`config.mk`:
```
export PLATFORM = sky130hd
export DESIGN_NAME = host_uart_link
export DESIGN_NICKNAME = d
export VERILOG_FILES = /design/src/rtl/hul_pkg.sv /design/src/rtl/hul_baud_gen.sv /design/src/rtl/hul_rx.sv /design/src/rtl/hul_tx.sv /design/src/rtl/hul_fifo.sv /design/src/rtl/host_uart_link.sv
export SDC_FILE = /design/constraint.sdc
export NUM_CORES = 2
export LEC_CHECK = 0
export ABC_AREA = 0
export CAP_MARGIN = 20
export CORE_MARGIN = 4
export CORE_UTILIZATION = 50
export DETAILED_ROUTE_END_ITERATION = 7
export DONT_BUFFER_PORTS = 1
export SLEW_MARGIN = 20
export SYNTH_ARGS = -nofsm -noshare
export SYNTH_HDL_FRONTEND = slang
export SYNTH_SLANG_ARGS = --single-unit
```
`constraint.sdc`:
```
create_clock -name clk_i -period 7.35 [get_ports clk_i]
set_clock_uncertainty 0.2 [all_clocks]
set_input_delay 0.3675 -clock clk_i [delete_from_list [all_inputs] [get_ports clk_i]]
set_output_delay 0.3675 -clock clk_i [all_outputs]
set_load 0.02 [all_outputs]
```
`src/rtl/hul_pkg.sv`:
```
package hul_pkg;
  typedef enum logic [2:0] {
    ST_IDLE, ST_START, ST_DATA, ST_PAR, ST_STOP, ST_WAIT
  } ser_state_e;

  function automatic logic maj3(input logic [2:0] s);
    return (s[0] & s[1]) | (s[0] & s[2]) | (s[1] & s[2]);
  endfunction
endpackage

```
`src/rtl/hul_baud_gen.sv`:
```
module hul_baud_gen #(
  parameter int DIV_W   = 16,
  parameter int DEF_DIV = 136
) (
  input  logic             clk_i,
  input  logic             rst_ni,
  input  logic             req_i,
  input  logic [DIV_W-1:0] req_div_i,
  input  logic             apply_i,
  output logic             tick_o
);
  logic [DIV_W-1:0] cur_q, pend_div_q, cnt_q, eff;
  logic             pend_q;

  assign eff = (cur_q == '0) ? DIV_W'(1) : cur_q;

  always_ff @(posedge clk_i or negedge rst_ni) begin
    if (!rst_ni) begin
      cur_q      <= DIV_W'(DEF_DIV);
      pend_div_q <= '0;
      pend_q     <= 1'b0;
      cnt_q      <= '0;
      tick_o     <= 1'b0;
    end else begin
      if (cnt_q >= eff - DIV_W'(1)) begin
        cnt_q  <= '0;
        tick_o <= 1'b1;
      end else begin
        cnt_q  <= cnt_q + DIV_W'(1);
        tick_o <= 1'b0;
      end
      if (apply_i && pend_q) begin
        cur_q  <= pend_div_q;
        pend_q <= 1'b0;
      end
      // a request in the same cycle as an apply becomes the next pending one
      if (req_i) begin
        pend_q     <= 1'b1;
        pend_div_q <= req_div_i;
      end
    end
  end

  a_r12_div_change_on_apply: assert property (@(posedge clk_i) disable iff (!rst_ni)
    (cur_q != $past(cur_q)) |-> $past(apply_i && pend_q));
endmodule

```
`src/rtl/hul_rx.sv`:
```
module hul_rx
  import hul_pkg::*;
#(
  parameter int IDLE_BITS = 20
) (
  input  logic       clk_i,
  input  logic       rst_ni,
  input  logic       tick_i,
  input  logic       rxd_i,
  input  logic       par_en_i,
  output logic [7:0] byte_o,
  output logic       byte_vld_o,
  output logic       err_frame_o,
  output logic       err_break_o,
  output logic       err_parity_o,
  output logic       idle_o
);
  localparam int IDLE_TICKS = IDLE_BITS * 16;
  localparam int ICW        = $clog2(IDLE_TICKS + 1);

  ser_state_e     state_q;
  logic           rx_meta, rx_s;
  logic [3:0]     tcnt_q;
  logic [2:0]     bidx_q, samp_q;
  logic [7:0]     shift_q;
  logic           par_q, par_seen_q, any_high_q, armed_q;
  logic [ICW-1:0] idle_cnt_q;
  logic           bit_now, stop_now;

  assign bit_now  = maj3(samp_q);
  assign stop_now = maj3({samp_q[1:0], rx_s});
  assign byte_o   = shift_q;

  always_ff @(posedge clk_i or negedge rst_ni) begin
    if (!rst_ni) begin
      rx_meta <= 1'b1;
      rx_s    <= 1'b1;
    end else begin
      rx_meta <= rxd_i;
      rx_s    <= rx_meta;
    end
  end

  always_ff @(posedge clk_i or negedge rst_ni) begin
    if (!rst_ni) begin
      state_q      <= ST_IDLE;
      tcnt_q       <= '0;
      bidx_q       <= '0;
      samp_q       <= '0;
      shift_q      <= '0;
      par_q        <= 1'b0;
      par_seen_q   <= 1'b0;
      any_high_q   <= 1'b0;
      armed_q      <= 1'b0;
      idle_cnt_q   <= '0;
      byte_vld_o   <= 1'b0;
      err_frame_o  <= 1'b0;
      err_break_o  <= 1'b0;
      err_parity_o <= 1'b0;
      idle_o       <= 1'b0;
    end else begin
      byte_vld_o   <= 1'b0;
      err_frame_o  <= 1'b0;
      err_break_o  <= 1'b0;
      err_parity_o <= 1'b0;
      idle_o       <= 1'b0;
      if (tick_i) begin
        case (state_q)
          ST_IDLE: begin
            if (!rx_s) begin
              state_q    <= ST_START;
              tcnt_q     <= '0;
              idle_cnt_q <= '0;
            end else if (armed_q) begin
              if (idle_cnt_q == ICW'(IDLE_TICKS - 1)) begin
                idle_o     <= 1'b1;
                armed_q    <= 1'b0;
                idle_cnt_q <= '0;
              end else begin
                idle_cnt_q <= idle_cnt_q + ICW'(1);
              end
            end
          end
          ST_WAIT: if (rx_s) state_q <= ST_IDLE;
          default: begin
            tcnt_q <= tcnt_q + 4'd1;
            if (tcnt_q >= 4'd7 && tcnt_q <= 4'd9) samp_q <= {samp_q[1:0], rx_s};
            if (state_q == ST_STOP && tcnt_q == 4'd9) begin
              // stop decided at mid-bit so a fast host's next start is not missed
              if (stop_now) begin
                byte_vld_o   <= 1'b1;
                err_parity_o <= par_seen_q && (par_q != ^shift_q);
                armed_q      <= 1'b1;
                idle_cnt_q   <= '0;
                state_q      <= ST_IDLE;
              end else begin
                err_break_o <= !any_high_q;
                err_frame_o <= any_high_q;
                state_q     <= ST_WAIT;
              end
            end else if (tcnt_q == 4'd15) begin
              case (state_q)
                ST_START: begin
                  if (bit_now) state_q <= ST_IDLE;
                  else begin
                    state_q    <= ST_DATA;
                    bidx_q     <= '0;
                    any_high_q <= 1'b0;
                    par_seen_q <= 1'b0;
                  end
                end
                ST_DATA: begin
                  shift_q    <= {bit_now, shift_q[7:1]};
                  any_high_q <= any_high_q | bit_now;
                  bidx_q     <= bidx_q + 3'd1;
                  if (bidx_q == 3'd7) state_q <= par_en_i ? ST_PAR : ST_STOP;
                end
                ST_PAR: begin
                  par_q      <= bit_now;
                  par_seen_q <= 1'b1;
                  any_high_q <= any_high_q | bit_now;
                  state_q    <= ST_STOP;
                end
                default: state_q <= ST_IDLE;
              endcase
            end
          end
        endcase
      end
    end
  end

  a_r8_wait_until_high: assert property (@(posedge clk_i) disable iff (!rst_ni)
    (state_q == ST_WAIT && !rx_s) |=> (state_q == ST_WAIT));
  a_r10_idle_on_high_line: assert property (@(posedge clk_i) disable iff (!rst_ni)
    idle_o |-> $past(rx_s));
endmodule

```
`src/rtl/hul_tx.sv`:
```
module hul_tx
  import hul_pkg::*;
(
  input  logic       clk_i,
  input  logic       rst_ni,
  input  logic       tick_i,
  input  logic       cts_i,
  input  logic       par_en_i,
  input  logic [7:0] data_i,
  input  logic       valid_i,
  input  logic       last_i,
  output logic       ready_o,
  output logic       txd_o,
  output logic       underflow_o,
  output logic       last_done_o
);
  ser_state_e state_q;
  logic       cts_meta, cts_s;
  logic [3:0] tcnt_q;
  logic [2:0] bidx_q;
  logic [7:0] shift_q;
  logic       par_q, last_q;

  assign ready_o = (state_q == ST_IDLE) && !cts_s;

  always_ff @(posedge clk_i or negedge rst_ni) begin
    if (!rst_ni) begin
      cts_meta <= 1'b0;
      cts_s    <= 1'b0;
    end else begin
      cts_meta <= cts_i;
      cts_s    <= cts_meta;
    end
  end

  always_ff @(posedge clk_i or negedge rst_ni) begin
    if (!rst_ni) begin
      state_q     <= ST_IDLE;
      tcnt_q      <= '0;
      bidx_q      <= '0;
      shift_q     <= '0;
      par_q       <= 1'b0;
      last_q      <= 1'b0;
      txd_o       <= 1'b1;
      underflow_o <= 1'b0;
      last_done_o <= 1'b0;
    end else begin
      underflow_o <= 1'b0;
      last_done_o <= 1'b0;
      if (state_q == ST_IDLE) begin
        if (valid_i && ready_o) begin
          shift_q <= data_i;
          par_q   <= ^data_i;
          last_q  <= last_i;
          tcnt_q  <= '0;
          txd_o   <= 1'b0;
          state_q <= ST_START;
        end
      end else if (tick_i) begin
        tcnt_q <= tcnt_q + 4'd1;
        if (tcnt_q == 4'd15) begin
          case (state_q)
            ST_START: begin
              txd_o   <= shift_q[0];
              bidx_q  <= '0;
              state_q <= ST_DATA;
            end
            ST_DATA: begin
              bidx_q <= bidx_q + 3'd1;
              if (bidx_q == 3'd7) begin
                txd_o   <= par_en_i ? par_q : 1'b1;
                state_q <= par_en_i ? ST_PAR : ST_STOP;
              end else begin
                shift_q <= shift_q >> 1;
                txd_o   <= shift_q[1];
              end
            end
            ST_PAR: begin
              txd_o   <= 1'b1;
              state_q <= ST_STOP;
            end
            default: begin
              txd_o       <= 1'b1;
              last_done_o <= last_q;
              underflow_o <= !last_q && !valid_i;
              state_q     <= ST_IDLE;
            end
          endcase
        end
      end
    end
  end

  a_r4_line_high_when_idle: assert property (@(posedge clk_i) disable iff (!rst_ni)
    (state_q == ST_IDLE) |-> txd_o);
  a_r4_start_needs_cts_low: assert property (@(posedge clk_i) disable iff (!rst_ni)
    (state_q == ST_START && $past(state_q) == ST_IDLE) |-> !$past(cts_s));
endmodule

```
`src/rtl/hul_fifo.sv`:
```
module hul_fifo #(
  parameter int DEPTH = 256,
  parameter int W     = 8,
  localparam int AW   = $clog2(DEPTH),
  localparam int CW   = AW + 1
) (
  input  logic          clk_i,
  input  logic          rst_ni,
  input  logic          push_i,
  input  logic [W-1:0]  data_i,
  input  logic          pop_i,
  output logic [W-1:0]  data_o,
  output logic          valid_o,
  output logic [CW-1:0] count_o,
  output logic          ovf_o
);
  logic [W-1:0]  mem_q [DEPTH];
  logic [AW-1:0] wr_q, rd_q;
  logic [CW-1:0] cnt_q;
  logic          full, pop_ok, push_ok;

  assign full    = (cnt_q == CW'(DEPTH));
  assign valid_o = (cnt_q != '0);
  assign pop_ok  = pop_i && valid_o;
  assign push_ok = push_i && (!full || pop_ok);
  assign data_o  = mem_q[rd_q];
  assign count_o = cnt_q;

  always_ff @(posedge clk_i) begin
    if (push_ok) mem_q[wr_q] <= data_i;
  end

  always_ff @(posedge clk_i or negedge rst_ni) begin
    if (!rst_ni) begin
      wr_q  <= '0;
      rd_q  <= '0;
      cnt_q <= '0;
      ovf_o <= 1'b0;
    end else begin
      ovf_o <= push_i && !push_ok;
      if (push_ok) wr_q <= wr_q + AW'(1);
      if (pop_ok)  rd_q <= rd_q + AW'(1);
      if (push_ok && !pop_ok)      cnt_q <= cnt_q + CW'(1);
      else if (pop_ok && !push_ok) cnt_q <= cnt_q - CW'(1);
    end
  end

  a_r6_count_bound: assert property (@(posedge clk_i) disable iff (!rst_ni)
    cnt_q <= CW'(DEPTH));
  a_r6_overflow_when_full: assert property (@(posedge clk_i) disable iff (!rst_ni)
    ovf_o |-> ($past(cnt_q) == CW'(DEPTH)));
endmodule

```
`src/rtl/host_uart_link.sv`:
```
module host_uart_link #(
  parameter int DEPTH     = 256,
  parameter int DIV_W     = 16,
  parameter int DEF_DIV   = 136,
  parameter int HYST      = 16,
  parameter int IDLE_BITS = 20,
  localparam int CW       = $clog2(DEPTH) + 1
) (
  input  logic             clk_i,
  input  logic             rst_ni,
  input  logic             rxd_i,
  output logic             txd_o,
  input  logic             cts_i,
  output logic             rts_o,
  input  logic             parity_en_i,
  input  logic [7:0]       tx_data_i,
  input  logic             tx_valid_i,
  input  logic             tx_last_i,
  output logic             tx_ready_o,
  output logic [7:0]       rx_data_o,
  output logic             rx_valid_o,
  input  logic             rx_ready_i,
  input  logic [CW-1:0]    rts_thresh_i,
  input  logic             baud_req_i,
  input  logic [DIV_W-1:0] baud_div_i,
  output logic             err_break_o,
  output logic             err_frame_o,
  output logic             err_parity_o,
  output logic             err_overflow_o,
  output logic             rx_idle_o,
  output logic             tx_underflow_o
);
  logic          tick, last_done, rx_vld;
  logic [7:0]    rx_byte;
  logic [CW-1:0] fill;
  logic [CW:0]   fill_x, thr_x;

  hul_baud_gen #(.DIV_W(DIV_W), .DEF_DIV(DEF_DIV)) u_baud (
    .clk_i, .rst_ni,
    .req_i(baud_req_i), .req_div_i(baud_div_i), .apply_i(last_done), .tick_o(tick)
  );

  hul_rx #(.IDLE_BITS(IDLE_BITS)) u_rx (
    .clk_i, .rst_ni, .tick_i(tick), .rxd_i, .par_en_i(parity_en_i),
    .byte_o(rx_byte), .byte_vld_o(rx_vld),
    .err_frame_o, .err_break_o, .err_parity_o, .idle_o(rx_idle_o)
  );

  hul_fifo #(.DEPTH(DEPTH), .W(8)) u_fifo (
    .clk_i, .rst_ni, .push_i(rx_vld), .data_i(rx_byte), .pop_i(rx_ready_i),
    .data_o(rx_data_o), .valid_o(rx_valid_o), .count_o(fill), .ovf_o(err_overflow_o)
  );

  hul_tx u_tx (
    .clk_i, .rst_ni, .tick_i(tick), .cts_i, .par_en_i(parity_en_i),
    .data_i(tx_data_i), .valid_i(tx_valid_i), .last_i(tx_last_i), .ready_o(tx_ready_o),
    .txd_o, .underflow_o(tx_underflow_o), .last_done_o(last_done)
  );

  assign fill_x = {1'b0, fill};
  assign thr_x  = {1'b0, rts_thresh_i};

  always_ff @(posedge clk_i or negedge rst_ni) begin
    if (!rst_ni) rts_o <= 1'b0;
    else if (!rts_o && fill_x > thr_x) rts_o <= 1'b1;
    else if (rts_o && (fill_x + (CW+1)'(HYST)) < thr_x) rts_o <= 1'b0;
  end

  a_r5_rts_rise: assert property (@(posedge clk_i) disable iff (!rst_ni)
    $rose(rts_o) |-> ($past(fill_x) > $past(thr_x)));
  a_r5_rts_fall: assert property (@(posedge clk_i) disable iff (!rst_ni)
    $fell(rts_o) |-> (($past(fill_x) + (CW+1)'(HYST)) < $past(thr_x)));
endmodule

```
==> run metrics <==
result of the run=finished, final reports clean; critical-path cell with the highest stage delay=sky130_fd_sc_hd__a311oi_1; WL/cell=around 31 um; maximum net fanout on the critical path=49; Period minus WS final=roughly 5800 ps; Area Growth Syn to Fin=11.5%; Worst path max stage delay=about 930 ps; Primary FF master, synth=sky130_fd_sc_hd__edfxtp_1; register cell area after layout=0.0651 mm^2; total clock buffers created by CTS=roughly 220; Synth area leaders=sky130_fd_sc_hd__edfxtp_1 (71%), sky130_fd_sc_hd__mux4_2 (13%), sky130_fd_sc_hd__dfrtp_1 (4.0%), sky130_fd_sc_hd__nor2_1 (1.4%), sky130_fd_sc_hd__mux2i_1 (1.3%); combinational fraction of design power=between 20% and 30%; crit-path most repeated cell=sky130_fd_sc_hd__buf_4; relative slew slack=between 10% and 20%; Setup TNS=0 ps; area post-placement=about 0.09 mm^2; start of the worst register-to-register path=u_baud.cur_q[2]; Data required, critical path=6780 ps; number of I/O pins=60; class of the worst hold path=in -> reg; number of pins with negative max-slew slack in the final report=0; floorplan die height=approximately 430 um; Max VDD drop=0.288 mV; unrepaired setup endpoints after global routing=false; Num Clock Sinks=around 2200; Syn Inst Count=~4400; antenna violations before repair=7; Crit Path Class=reg -> out; sequential power share=44.0%; Critical Path AT=roughly 5200 ps; H-tree levels=4; Critical Path Source Type=flip-flop; Warnings, synthesis=0; share of Yosys cell area claimed by the top area cell type=about 71%; most frequent standard cell in the layout excluding fill and tap cells=sky130_fd_sc_hd__edfxtp_1; commonest cells after routing, fill and taps aside=sky130_fd_sc_hd__edfxtp_1 (2048), sky130_fd_sc_hd__mux4_2 (518), sky130_fd_sc_hd__nor2_1 (329); share of total power consumed by net switching=around 30%; Max Root-Sink Buffers=3; sequential share of the synthesized area=around three quarters; Total Nets Final=around 4600; Clock Root Buffer=sky130_fd_sc_hd__clkbuf_16; area taken by multi-input logic gates=about 0.021 mm^2; Die Width=425 um; maximum clock rate=around 0.17 GHz; Min-Delay Startpoint=tx_data_i[0]; total wire length=around 220 mm; Critical path buffers and inverters=2; DRC violations left=0; Clock Latency Late Sink=between 800 and 900 ps; Vias per Instance=~6.3; Detailed Routing Iterations Pass 1=5; Fin Hold WS=87.8 ps; power per cell area=between 300 and 400 mW/mm^2; Detailed Route Iter0 Violations=about 5200; count of endpoints failing hold in the final timing report=0; Tot Pwr=approximately 0.032 W; number of synthesized flops with an enable pin=around 2000; overall via count from detail_route=~44000; combined global-route utilization of all metal layers=approximately a quarter; I/O Buffers=0; Post-Syn Nets=approximately 4500; number of rows in the core area=between 150 and 200; Reg2Reg Depth=11; capture instance of the worst register-to-register path=u_baud.tick_o; CP endpoint kind=output port; first-pass GRT wire length=around 320 mm; critical path depth in cells=8; Core Footprint=0.172 mm^2; sink of the worst hold path=u_tx.shift_q[0]; leakage power total=roughly 31 nW; number of global-route vias before repair=roughly 44000; die area=0.181 mm^2; HPWL after DPL=around 130 mm; register-to-register setup slack=between 2000 and 3000 ps; number of filler cells placed in the layout=between 10000 and 15000; category of cells accounting for the largest share of critical-path delay=compound AO/OA/AOI/OAI gates; proportion of layout cells with a drive suffix above 1=21.7%; pin count of the biggest net entering global routing=roughly 210; ordered cell list for the critical path=buf_4 > nor2b_4 > buf_4 > a22oi_1 > nand3_1 > a2111oi_2 > a311oi_1 > a31o_1; final standard cell count with taps included and fillers excluded=6980; power spent charging and discharging nets=between 0.009 and 0.01 W; register bit total from synthesis=roughly 2200; final cell area excluding filler cells=0.0970 mm^2; top cell type by total area after synthesis=sky130_fd_sc_hd__edfxtp_1; clock group share of total power=approximately 33%; CTS tree=yes; DP Cell Count=about 6500; final estimated routing congestion in global placement=about 0.84; fin crit share=just under 80%; Worst Hold Path Cells=3; Setup crit start=u_fifo.rd_q[2]; mean cell area of the mapped netlist=between 15 and 20 um^2; count of maximum capacitance violations=0; diodes inserted=0; cell area after synthesis=around 0.087 mm^2; effective utilization at floorplan=about 50%; Clock transition at path regs=around 60 ps; internal power=approximately 0.023 W; endpoints failing setup=0; post-CTS setup buffers=0; global-route congestion overflow total=0; number of nets with antenna violations after detailed routing=0; Netlist cell types=77; worst-margin pin slew=1310 ps; Synth async-reset ratio=6.53%
==> sequential cells by signal, indices dropped and copies added (netlist names), 8 cells and up <==
register and flops:
u_baud.cnt_q 16, u_baud.cur_q 16, u_baud.pend_div_q 16, u_fifo.count_o 9, u_fifo.mem_q 2048, u_fifo.rd_q 8
u_fifo.wr_q 8, u_rx.byte_o 8, u_rx.idle_cnt_q 9, u_tx.shift_q 8
==> worst min-delay path: cells and delay by family <==
kind	cells	cell delay [ps]
AOI/OAI and AO/OA	1	70
buffers and inverters	1	570
and+or+nand+nor	1	80
==> synthesized netlist by cell type (14+ instances only) <==
master	n
sky130_fd_sc_hd__clkbuf_1	117
sky130_fd_sc_hd__mux2i_1	117
sky130_fd_sc_hd__ha_1	56
sky130_fd_sc_hd__xor2_1	20
sky130_fd_sc_hd__buf_2	51
sky130_fd_sc_hd__nand2_1	181
sky130_fd_sc_hd__a22oi_1	54
sky130_fd_sc_hd__nor3_1	22
sky130_fd_sc_hd__nor2_1	334
sky130_fd_sc_hd__nand4_1	19
sky130_fd_sc_hd__xnor2_1	47
sky130_fd_sc_hd__o22ai_1	30
sky130_fd_sc_hd__a21o_1	14
sky130_fd_sc_hd__a221oi_1	23
sky130_fd_sc_hd__a211oi_1	19
sky130_fd_sc_hd__mux2_2	49
sky130_fd_sc_hd__buf_1	16
sky130_fd_sc_hd__buf_4	23
sky130_fd_sc_hd__buf_6	33
sky130_fd_sc_hd__edfxtp_1	2048
sky130_fd_sc_hd__nor2b_1	22
sky130_fd_sc_hd__mux4_2	518
sky130_fd_sc_hd__a31oi_1	20
sky130_fd_sc_hd__nand3_1	43
sky130_fd_sc_hd__a21oi_1	70
sky130_fd_sc_hd__dfrtp_1	138
sky130_fd_sc_hd__o21ai_0	71
sky130_fd_sc_hd__inv_1	39
==> metrics by stage <==
step / setup WS (ps) / util (%)
detailed placement: 2410 / 52.0
floorplan: 2770 / -
CTS: 1460 / 56.3
finish: 1560 / 56.3
global placement: 2230 / 52.0
global route: 1600 / 56.3
==> kinds of logic after synthesis <==
| logic type | share of synthesized area (%) |
|---|---|
| flip-flops | 74.8 |
| AND/OR/NAND/NOR | 3.46 |
| multiplexers | 15.4 |
| AO/OA/AOI/OAI | 3.14 |
| buffers and inverters | 1.66 |
| XOR/XNOR | 0.675 |
| adder cells (fa/ha/maj) | 0.851 |
==> worst max path at each step <==
stage                                   end  slack [ps]
after floorplan           u_rx.err_parity_o        2770
after global routing           rx_data_o[7]        1600
after global placement         rx_data_o[4]        2230
after CTS                      rx_data_o[4]        1460
final                          rx_data_o[4]        1560
after detailed placement       rx_data_o[4]        2410
==> what timing repair did <==
item / in CTS / in global routing
setup endpoints to repair: 0 / 0
resized for setup: 0 / 0
endpoints found under the hold margin: 192 / 0
hold buffers: 58 / 0
==> metal layers <==
metal / wire length (um) / track usage, % / part of all wire [%]
met5: 10 / 0 / 0.0046
met3: 16000 / 4.20 / 7.3
met4: 6200 / 7.00 / 2.8
met2: 103000 / 37.4 / 47
met1: 94000 / 36.9 / 43
==> power by group through the flow <==
stage	registers (W)	logic [W]	clock network [W]
finish	0.0142	0.00731	0.0107
global route	0.0142	0.00779	0.0115
CTS	0.0142	0.00738	0.0109
detailed placement	0.0144	0.00728	0
global placement	0.0144	0.00725	0
floorplan	0.0142	0.00516	0
==> cell type report <==
cell class              instances  share of cell area (%)
flip-flops and latches       2191                    67.1
well taps                    2310                    2.98
multi-input cells            1905                    21.2
repair buffers                141                    1.50
inverters                      39                   0.159
clock buffers                 273                    5.91
clock inverters               121                    1.10
No activity file was read; power rests on OpenSTA's default activity.
